[src/rtl/i2c_watch_pkg.sv]
package i2c_watch_pkg;
   timeunit 1ns;
   timeprecision 1ps;

   localparam int BYTE_W = 8;
   localparam int BCNT_W = $clog2(BYTE_W);

   typedef enum logic [3:0] {
      EV_START   = 4'd0,
      EV_RSTART  = 4'd1,
      EV_STOP    = 4'd2,
      EV_ACK     = 4'd3,
      EV_NACK    = 4'd4,
      EV_ADDR_RD = 4'd6,
      EV_ADDR_WR = 4'd7,
      EV_DATA_RD = 4'd8,
      EV_DATA_WR = 4'd9
   } ev_kind_t;

   typedef enum logic [1:0] {
      ST_IDLE,
      ST_ADDR,
      ST_ACK,
      ST_DATA
   } mon_state_t;

   typedef struct packed {
      logic start;
      logic stop;
      logic rise;
      logic sda;
   } line_cond_t;
endpackage

[src/rtl/i2c_watch_filt.sv]
module i2c_watch_filt #(
   parameter int SYNC_STAGES = 2,
   parameter int FILT_TAPS   = 3
) (
   input  logic clk,
   input  logic rst_n,
   input  logic raw,
   output logic clean
);
   timeunit 1ns;
   timeprecision 1ps;

   localparam int HALF  = FILT_TAPS / 2;
   localparam int CNT_W = $clog2(FILT_TAPS + 1);

   logic [SYNC_STAGES-1:0] sy;

   always_ff @(posedge clk or negedge rst_n) begin
      if (!rst_n) sy <= '1;
      else        sy <= {sy[SYNC_STAGES-2:0], raw};
   end

   generate
      if (FILT_TAPS == 1) begin : g_bypass
         always_ff @(posedge clk or negedge rst_n) begin
            if (!rst_n) clean <= 1'b1;
            else        clean <= sy[SYNC_STAGES-1];
         end
      end else begin : g_major
         logic [FILT_TAPS-1:0] win;
         logic [CNT_W-1:0]     ones;

         always_ff @(posedge clk or negedge rst_n) begin
            if (!rst_n) win <= '1;
            else        win <= {win[FILT_TAPS-2:0], sy[SYNC_STAGES-1]};
         end

         always_comb begin
            ones = '0;
            for (int i = 0; i < FILT_TAPS; i++) ones = ones + CNT_W'(win[i]);
         end

         always_ff @(posedge clk or negedge rst_n) begin
            if (!rst_n) clean <= 1'b1;
            else        clean <= (ones > CNT_W'(HALF));
         end
      end
   endgenerate
endmodule

[src/rtl/i2c_watch_cond.sv]
module i2c_watch_cond
   import i2c_watch_pkg::*;
(
   input  logic       clk,
   input  logic       rst_n,
   input  logic       scl_f,
   input  logic       sda_f,
   output line_cond_t cond
);
   timeunit 1ns;
   timeprecision 1ps;

   logic scl_q, sda_q;

   always_ff @(posedge clk or negedge rst_n) begin
      if (!rst_n) begin
         scl_q <= 1'b1;
         sda_q <= 1'b1;
      end else begin
         scl_q <= scl_f;
         sda_q <= sda_f;
      end
   end

   always_comb begin
      cond.start = scl_f & scl_q & sda_q & ~sda_f;
      cond.stop  = scl_f & scl_q & ~sda_q & sda_f;
      cond.rise  = scl_f & ~scl_q;
      cond.sda   = sda_f;
   end
endmodule

[src/rtl/i2c_watch_fsm.sv]
module i2c_watch_fsm
   import i2c_watch_pkg::*;
(
   input  logic              clk,
   input  logic              rst_n,
   input  line_cond_t        cond,
   input  logic              addr_raw,
   output logic              evt_valid,
   output ev_kind_t          evt_kind,
   output logic [BYTE_W-1:0] evt_byte,
   output logic              evt_read,
   output logic              trunc,
   output logic              acc_start,
   output logic              acc_stop,
   output logic [BCNT_W:0]   acc_bits
);
   timeunit 1ns;
   timeprecision 1ps;

   localparam logic [BCNT_W-1:0] LAST_BIT = BCNT_W'(BYTE_W - 1);

   mon_state_t        state;
   logic [BYTE_W-1:0] shreg;
   logic [BCNT_W-1:0] bcnt;
   logic              dir;
   logic              in_rep;
   logic              collecting;
   logic              byte_done;
   logic              ack_take;
   logic              lost_bits;
   logic [BYTE_W-1:0] full;

   always_comb begin
      collecting = (state == ST_ADDR) || (state == ST_DATA);
      acc_start  = cond.start && (state != ST_ACK);
      acc_stop   = cond.stop && collecting;
      byte_done  = cond.rise && collecting && (bcnt == LAST_BIT);
      ack_take   = cond.rise && (state == ST_ACK);
      full       = {shreg[BYTE_W-2:0], cond.sda};
      lost_bits  = collecting && (bcnt > BCNT_W'(1));
      if (byte_done)     acc_bits = (BCNT_W+1)'(BYTE_W);
      else if (ack_take) acc_bits = (BCNT_W+1)'(1);
      else               acc_bits = '0;
   end

   always_ff @(posedge clk or negedge rst_n) begin
      if (!rst_n) begin
         state     <= ST_IDLE;
         shreg     <= '0;
         bcnt      <= '0;
         dir       <= 1'b0;
         in_rep    <= 1'b0;
         evt_valid <= 1'b0;
         evt_kind  <= EV_START;
         evt_byte  <= '0;
         evt_read  <= 1'b0;
         trunc     <= 1'b0;
      end else begin
         evt_valid <= 1'b0;
         trunc     <= 1'b0;
         if (acc_start) begin
            evt_valid <= 1'b1;
            evt_kind  <= in_rep ? EV_RSTART : EV_START;
            evt_byte  <= '0;
            evt_read  <= 1'b0;
            trunc     <= lost_bits;
            in_rep    <= 1'b1;
            state     <= ST_ADDR;
            bcnt      <= '0;
            dir       <= 1'b0;
         end else if (acc_stop) begin
            evt_valid <= 1'b1;
            evt_kind  <= EV_STOP;
            evt_byte  <= '0;
            evt_read  <= 1'b0;
            trunc     <= lost_bits;
            in_rep    <= 1'b0;
            state     <= ST_IDLE;
            bcnt      <= '0;
            dir       <= 1'b0;
         end else if (cond.rise) begin
            unique case (state)
               ST_ADDR, ST_DATA: begin
                  shreg <= full;
                  bcnt  <= bcnt + 1'b1;
                  if (byte_done) begin
                     evt_valid <= 1'b1;
                     state     <= ST_ACK;
                     bcnt      <= '0;
                     if (state == ST_ADDR) begin
                        dir      <= full[0];
                        evt_kind <= full[0] ? EV_ADDR_RD : EV_ADDR_WR;
                        evt_byte <= addr_raw ? full : {1'b0, full[BYTE_W-1:1]};
                        evt_read <= full[0];
                     end else begin
                        evt_kind <= dir ? EV_DATA_RD : EV_DATA_WR;
                        evt_byte <= full;
                        evt_read <= dir;
                     end
                  end
               end
               ST_ACK: begin
                  evt_valid <= 1'b1;
                  evt_kind  <= cond.sda ? EV_NACK : EV_ACK;
                  evt_byte  <= '0;
                  evt_read  <= dir;
                  state     <= ST_DATA;
                  bcnt      <= '0;
               end
               default: ;
            endcase
         end
      end
   end
endmodule

[src/rtl/i2c_watch_meter.sv]
module i2c_watch_meter #(
   parameter int CYC_W  = 24,
   parameter int BITS_W = 16,
   parameter int ADD_W  = 4
) (
   input  logic              clk,
   input  logic              rst_n,
   input  logic              acc_start,
   input  logic              acc_stop,
   input  logic [ADD_W-1:0]  acc_bits,
   output logic              xfer_valid,
   output logic [CYC_W-1:0]  xfer_cycles,
   output logic [BITS_W-1:0] xfer_bits
);
   timeunit 1ns;
   timeprecision 1ps;

   localparam logic [CYC_W-1:0]  CYC_MAX = {CYC_W{1'b1}};
   localparam logic [BITS_W-1:0] BIT_MAX = {BITS_W{1'b1}};

   logic              running;
   logic [CYC_W-1:0]  cyc;
   logic [BITS_W-1:0] bits;
   logic [BITS_W:0]   bits_sum;

   assign bits_sum = {1'b0, bits} + (BITS_W+1)'(acc_bits);

   always_ff @(posedge clk or negedge rst_n) begin
      if (!rst_n) begin
         running     <= 1'b0;
         cyc         <= '0;
         bits        <= '0;
         xfer_valid  <= 1'b0;
         xfer_cycles <= '0;
         xfer_bits   <= '0;
      end else begin
         xfer_valid <= 1'b0;
         if (acc_start) begin
            running <= 1'b1;
            cyc     <= '0;
            bits    <= '0;
         end else if (acc_stop) begin
            running     <= 1'b0;
            xfer_valid  <= 1'b1;
            xfer_cycles <= (cyc == CYC_MAX) ? CYC_MAX : cyc + 1'b1;
            xfer_bits   <= bits;
         end else if (running) begin
            if (cyc != CYC_MAX) cyc <= cyc + 1'b1;
            bits <= bits_sum[BITS_W] ? BIT_MAX : bits_sum[BITS_W-1:0];
         end
      end
   end
endmodule

[src/rtl/i2c_watch.sv]
module i2c_watch
   import i2c_watch_pkg::*;
#(
   parameter int SYNC_STAGES = 2,
   parameter int FILT_TAPS   = 3,
   parameter int CYC_W       = 24,
   parameter int BITS_W      = 16
) (
   input  logic              clk,
   input  logic              rst_n,
   input  logic              scl_raw,
   input  logic              sda_raw,
   input  logic              addr_raw,
   output logic              evt_valid,
   output logic [3:0]        evt_kind,
   output logic [7:0]        evt_byte,
   output logic              evt_read,
   output logic              trunc_flag,
   output logic              xfer_valid,
   output logic [CYC_W-1:0]  xfer_cycles,
   output logic [BITS_W-1:0] xfer_bits
);
   timeunit 1ns;
   timeprecision 1ps;

   localparam int LINES = 2;
   localparam int ADD_W = BCNT_W + 1;

   generate
      if (SYNC_STAGES < 2) begin : g_bad_sync
         $error("SYNC_STAGES must be at least 2");
      end
      if ((FILT_TAPS < 1) || (FILT_TAPS % 2 == 0)) begin : g_bad_taps
         $error("FILT_TAPS must be odd and positive");
      end
      if (CYC_W < 8 || BITS_W < 8) begin : g_bad_cnt
         $error("measurement counters too narrow");
      end
      if (BYTE_W != 8) begin : g_bad_byte
         $error("byte width must be 8");
      end
   endgenerate

   logic [LINES-1:0] raw_v;
   logic [LINES-1:0] flt_v;
   line_cond_t       cond;
   ev_kind_t         kind_w;
   logic             acc_start;
   logic             acc_stop;
   logic [ADD_W-1:0] acc_bits;

   assign raw_v = {sda_raw, scl_raw};

   generate
      for (genvar g = 0; g < LINES; g++) begin : g_line
         i2c_watch_filt #(
            .SYNC_STAGES(SYNC_STAGES),
            .FILT_TAPS  (FILT_TAPS)
         ) u_filt (
            .clk  (clk),
            .rst_n(rst_n),
            .raw  (raw_v[g]),
            .clean(flt_v[g])
         );
      end
   endgenerate

   i2c_watch_cond u_cond (
      .clk  (clk),
      .rst_n(rst_n),
      .scl_f(flt_v[0]),
      .sda_f(flt_v[1]),
      .cond (cond)
   );

   i2c_watch_fsm u_fsm (
      .clk      (clk),
      .rst_n    (rst_n),
      .cond     (cond),
      .addr_raw (addr_raw),
      .evt_valid(evt_valid),
      .evt_kind (kind_w),
      .evt_byte (evt_byte),
      .evt_read (evt_read),
      .trunc    (trunc_flag),
      .acc_start(acc_start),
      .acc_stop (acc_stop),
      .acc_bits (acc_bits)
   );

   assign evt_kind = kind_w;

   i2c_watch_meter #(
      .CYC_W (CYC_W),
      .BITS_W(BITS_W),
      .ADD_W (ADD_W)
   ) u_meter (
      .clk        (clk),
      .rst_n      (rst_n),
      .acc_start  (acc_start),
      .acc_stop   (acc_stop),
      .acc_bits   (acc_bits),
      .xfer_valid (xfer_valid),
      .xfer_cycles(xfer_cycles),
      .xfer_bits  (xfer_bits)
   );
endmodule

[config.mk]
export PLATFORM = sky130hd
export DESIGN_NAME = i2c_watch
export DESIGN_NICKNAME = d
export VERILOG_FILES = /design/src/rtl/i2c_watch_pkg.sv /design/src/rtl/i2c_watch_filt.sv /design/src/rtl/i2c_watch_cond.sv /design/src/rtl/i2c_watch_fsm.sv /design/src/rtl/i2c_watch_meter.sv /design/src/rtl/i2c_watch.sv
export SDC_FILE = /design/constraint.sdc
export NUM_CORES = 1
export LEC_CHECK = 0
export CORE_ASPECT_RATIO = 1.2
export CORE_MARGIN = 2
export CORE_UTILIZATION = 65
export DETAILED_ROUTE_END_ITERATION = 7
export DONT_BUFFER_PORTS = 1
export PLACE_DENSITY = 0.9
export SYNTH_ARGS = -nofsm -noshare
export SYNTH_HDL_FRONTEND = slang
export SYNTH_SLANG_ARGS = --single-unit
[constraint.sdc]
create_clock -name clk -period 8.6 [get_ports clk]
set_clock_uncertainty 0.15 [all_clocks]
set_input_delay 2.15 -clock clk [delete_from_list [all_inputs] [get_ports clk]]
set_output_delay 2.15 -clock clk [all_outputs]
set_load 0.03 [all_outputs]
== Word level (Yosys, flattened, before mapping) ==
Cells that the tools add are included.
Word-level totals
  input port bits: 5
  flip-flop bits (word level): 124
Cells by class
  add/subtract/negate cells: 7
  reductions and logical operators: 22
  magnitude comparators: 3
  muxes and demuxes: 59
  bitwise gates (word level): 11
  equal/unequal tests: 9
Operators with widths (count)
  $mux 24: 5
  $mux 16: 4
  $mux 8: 6
  $add 24x1->24 const B: 1
  $eq 24x24->1 const B: 1
  $mux 4: 6
  $ne 24x24->1 const B: 1
  $mux 1: 23
  $add 16x4->17: 1
  $pmux 8 s2: 1
  $mux 3: 5
  $reduce_and 3->1: 3
  $reduce_bool 3->1: 3
  $mux 2: 4
  $pmux 4 s2: 1
  $and 1x1->1: 6
  $logic_and 1x1->1: 6
  $pmux 3 s2: 1
  $reduce_and 2->1: 3
  $reduce_bool 2->1: 3
  $not 1->1: 5
  $add 1x1->2: 2
  $add 2x1->2: 2
  $eq 2x2->1 const B: 2
  other kinds (13): 16

== Logic depth before layout (Yosys ltp) ==
  depth after elaboration: 10
  gate-level depth with buffers: 13
  depth with buffers taken out: 12

== Cells and area by module ==
A second synthesis with hierarchy kept.
Unflattened totals
  cell total of the unflattened synthesis: 610
  area total of the unflattened synthesis: 6153.4 um2
Modules (own cells, without submodules)
  i2c_watch_meter: area an instance 4124.0 um2, cells an instance 443, seq. area each 2052.0 um2, times used 1
  i2c_watch_fsm: area an instance 1587.8 um2, cells an instance 145, seq. area each 725.7 um2, times used 1
  i2c_watch_filt: area an instance 177.7 um2, cells an instance 8, seq. area each 157.7 um2, times used 2
  i2c_watch_cond: area an instance 86.3 um2, cells an instance 6, seq. area each 52.6 um2, times used 1

== Worst setup path after synthesis ==
Ideal clock, no wire load.
  path type: register to register
  from: register u_fsm.state[0]
  to: register u_meter.bits[11]
  data arrival time: 2.922 ns
  stages on the path, launching flop included: 13
  required time: 8.354 ns
  period minus slack after synthesis: 3.168 ns
  setup slack: 5.432 ns
  setup time: 0.096 ns
  path buffers: 1
  cell sequence: dfrtp_1 ha_1 nor2_1 nor2_1 and2_1 nor3_1 ha_1 ha_1 a31oi_1 or3_1 buf_6 and2_4 a311oi_2
Between the ends
  longest elaborated chain between the ends: 10
RTL lines
  start, declared: line i2c_watch_fsm.sv:22  | mon_state_t state;
  start signal, assigned: line i2c_watch_fsm.sv:48  | state <= ST_IDLE;
  start signal, assigned: line i2c_watch_fsm.sv:68  | state <= ST_ADDR;
  start signal, assigned: line i2c_watch_fsm.sv:78  | state <= ST_IDLE;
  $eq 2x1->1 / $eq 2x2->1 (equally long branches): line i2c_watch_fsm.sv:34  | collecting = (state == ST_ADDR) || (state == ST_DATA);
  $logic_or 1x1->1: line i2c_watch_fsm.sv:34
  $logic_and 1x1->1 (2 in series): line i2c_watch_fsm.sv:37  | byte_done = cond.rise && collecting && (bcnt == LAST_BIT);
  $mux 4: line i2c_watch_fsm.sv:41  | if (byte_done) acc_bits = (BCNT_W+1)'(BYTE_W);
  $add 16x4->17: line i2c_watch_meter.sv:26  | assign bits_sum = {1'b0, bits} + (BITS_W+1)'(acc_bits);
  $mux 16: line i2c_watch_meter.sv:49  | bits <= bits_sum[BITS_W] ? BIT_MAX : bits_sum[BITS_W-1:0];
  $mux 16: line i2c_watch_meter.sv:47  | end else if (running) begin
  $mux 16: line i2c_watch_meter.sv:42  | end else if (acc_stop) begin
  $mux 16: line i2c_watch_meter.sv:38  | if (acc_start) begin
  end signal, assigned: line i2c_watch_meter.sv:49
  end, declared: line i2c_watch_meter.sv:23  | logic [BITS_W-1:0] bits;
Several ways; a longest one is shown, not always the timed one. The select of a mux whose other input is x is not followed.
A chain may end at the register's enable or synchronous reset.

== Worst setup path after layout ==
  from: register u_fsm.state[1]
  to: register u_meter.bits[11]
Same word-level chain as after synthesis.

==> summary.md <==
| Metric | Value |
|---|---|
| Max Cap Violations | `0` |
| Top-level I/O count | `61` |
| Status | `finished, final reports clean` |
| Synth Register Bits | `124` |
| TritonRoute pass-1 iters | `4` |
| RSZ-0062 raised after global routing | `false` |
| VDD IR max | `0.1987 mV` |
| LEAKAGE | `2.898 nW` |
| Vias in the first global route | `4260` |
| Synthesized area | `0.005722 mm²` |
| Fraction of registers with async set/reset | `100.0%` |
| Buffer count from post-CTS setup fixing | `0` |
| Critical path startpoint category | `flop` |
| Layout cells sized above 1 | `11.34%` |
| Met3 wire len | `717 µm` |
| Synth area leader | `dfrtp_1` |
| Placer congestion estimate | `0.9199` |
| Met2 WL | `6338 µm` |
| Die area | `0.009572 mm²` |
| Cells on Worst Hold Path | `0` |
| Site row count | `37` |
| Avg Cell Area, Syn | `10.09 µm²` |
| Hold buffers post-CTS | `0` |
| Nets | `578` |
| Unique masters post-synth | `52` |
| Largest net degree at the start of global routing | `125` |
| Syn Nets | `584` |
| Die Height | `106.8 µm` |
| Vias per inst | `6.249` |
| DP Wirelength | `7668 µm` |
| DR iter-0 viols | `270` |
| Max Used Layer | `met4` |
| Crit path DAT | `3.93 ns` |
| Cts repair resizes | `0` |
| Die width | `89.65 µm` |
| Tcrit/Tclk final | `42.36%` |
| # setup viols final | `0` |
| Hold Path Class | `reg2reg` |
| First-pass GRT wire length | `20530 µm` |
| Max-slew violation count | `0` |
| Top cells by area, synth | `dfrtp_1 48%, dfstp_2 6.4%, nand2_1 5.6%` |
| Nature of the critical path endpoint | `flop` |
| FMAX | `0.2745 GHz` |
| Total CTS buffers | `17` |
| CORE AREA | `0.008564 mm²` |
| Final core utilization | `73.95%` |
| IO buf count | `0` |
| Area delta synth->final | `10.69%` |
| EDFF count, synth | `0` |
| Share of the synthesized area in the top cell type | `48.11%` |
| Slew margin rel. | `38.84%` |
| Worst-skew pair later-pin latency | `0.53 ns` |
| Clock Sinks | `124` |
| Clk slew on worst S/H paths | `0.06 ns` |
| M1 WL | `4909 µm` |
| Initial cell density of the core | `66.81%` |
| Initial antenna violation count | `0` |
| Total GRT Usage | `28.15%` |
| Avg WL per Cell | `17.72 µm` |
| Max FO, Critical Path | `10` |
| Ant diodes | `0` |
| Post-Synthesis Cells | `567` |
| Worst-Margin Slew | `0.9113 ns` |
| Shortest period the worst path allows | `3.643 ns` |
| Final Hold Viols | `0` |
| CTS tree | `done` |
| Grt ovf | `0` |
| Share of the yosys chip area belonging to registers | `54.54%` |
| Setup TNS | `0 ns` |
| Filler cell count | `549` |
| Via count | `4312` |
| Critical path required time | `8.89 ns` |
| CTS Root Cell | `clkbuf_8` |
| Power per cell area | `323.3 mW/mm²` |
| DR DRC count | `0` |
| Synth warn | `0` |
| R2R depth | `12` |
| Maximum root-to-sink buffer count | `2` |
| Critical path class | `reg2reg` |
| H-tree levels | `4` |
| Antenna viol nets, final | `0` |
| Predominant post-synthesis flop cell | `dfrtp_1` |
| DRT Wirelength | `12220 µm` |
[metal layers]
metal | vias to the layer above | track usage [%]
li1 | 2004 | -
met1 | 2128 | 35.87
met2 | 156 | 45.06
met3 | 24 | 7.621
met4 | 0 | 11.51
met5 | - | 0
[cell usage in the layout (no fill, tap or decap), drive strengths merged, types with 7 or more instances in the layout]
master	count
ha	12
nand3	18
dfstp	14
and4	9
nor3	7
a21oi	47
a31oi	17
mux2i	12
dfrtp	110
nor2	52
a211oi	7
mux2	8
xor2	15
o21ai	31
or3	12
clkbuf	24
and3	12
nand4	7
nand2	86
xnor2	9
[final cells by class]
cell class	instances	area, µm²	share of cell area [%]
clock inverters	7	112.6	1.778
flip-flops and latches	124	3120	49.27
multi-input cells	410	2442	38.56
inverters	5	18.77	0.2963
clock buffers	24	470.5	7.428
well taps	117	146.4	2.311
repair buffers	3	22.52	0.3556
[cells by family after synthesis]
logic type | Yosys count | synth area share, %
buf+inv | 33 | 2.777
mux | 20 | 3.674
simple gates | 226 | 19.18
fa+ha+maj | 12 | 2.624
flops | 124 | 54.54
xor+xnor | 24 | 3.674
compound gates | 128 | 13.54
[synth_stat cells (3+ instances only)]
| cell type | number |
|---|---|
| dfrtp_1 | 110 |
| nand2_1 | 86 |
| nor2_1 | 52 |
| a21oi_1 | 45 |
| o21ai_0 | 29 |
| a31oi_1 | 17 |
| nand3_1 | 17 |
| xor2_1 | 15 |
| dfstp_2 | 14 |
| clkbuf_1 | 12 |
| ha_1 | 12 |
| mux2i_1 | 12 |
| or3_1 | 12 |
| and3_1 | 11 |
| buf_2 | 9 |
| xnor2_1 | 9 |
| and4_1 | 8 |
| mux2_2 | 8 |
| a211oi_1 | 7 |
| nand4_1 | 7 |
| nor3_1 | 7 |
| o211ai_1 | 6 |
| and2_1 | 5 |
| inv_1 | 5 |
| or4_1 | 5 |
| a311oi_1 | 4 |
| buf_4 | 4 |
| nand2b_1 | 4 |
| o31ai_1 | 4 |
| a21o_1 | 3 |
| o21a_1 | 3 |
[metrics by stage]
step / total power [mW] / cell area (µm²) / hold slack, ns / setup WS [ns] / instances
after global routing: 2.139 / 6334 / 0.2009 / 4.631 / 690
after CTS: 2.051 / 6334 / 0.2044 / 4.980 / 690
after detailed placement: 1.339 / 5751 / 0.1969 / 4.997 / 659
final: 2.048 / 6334 / 0.2014 / 4.957 / 690
after floorplan: 1.244 / 5722 / 0.1952 / 5.432 / 567
after global placement: 1.311 / 5751 / 0.1975 / 5.178 / 659
[sequential cells by signal, summed over array words and instances, names as in the netlist, 2 cells and up]
register                   cells
u_meter.cyc                   24
u_meter.xfer_cycles           24
u_meter.bits                  16
u_meter.xfer_bits             16
u_fsm.evt_byte                 8
u_fsm.shreg                    7
g_line.u_filt.g_major.win      6
g_line.u_filt.sy               4
u_fsm.evt_kind                 4
u_fsm.bcnt                     3
g_line.u_filt.clean            2
u_fsm.state                    2
[where the power goes]
part | switching [mW] | internal (mW) | leakage [nW]
Sequential | 0.291 | 0.717 | 1.60
Clock | 0.243 | 0.461 | 0.285
Combinational | 0.202 | 0.133 | 1.01
Total | 0.736 | 1.31 | 2.90
[critical path, stage by stage, from the launching register on]
cell and delay [ns]:
dfrtp_1 0.40, inv_1 0.10, ha_1 0.25, nor2_1 0.38, nor2_1 0.28, and2_1 0.26
nor3_1 0.15, ha_1 0.23, ha_1 0.19, a31oi_1 0.18, or3_1 0.50, and2_4 0.22
a311oi_2 0.25
[final timing paths]
check	startpoint	slack [ns]	end
setup / recovery	u_fsm.state[1]	4.96	u_meter.bits[11]
hold / removal	g_line[0].u_filt.sy[1]	0.20	g_line[0].u_filt.g_major.win[0]
setup reg to reg	u_fsm.state[1]	4.96	u_meter.bits[11]
hold reg to reg	g_line[0].u_filt.sy[1]	0.20	g_line[0].u_filt.g_major.win[0]
max in group asynchronous	rst_n	6.93	g_line[1].u_filt.clean
min in group asynchronous	rst_n	1.16	u_fsm.dir
No activity file was read; power rests on OpenSTA's default activity.
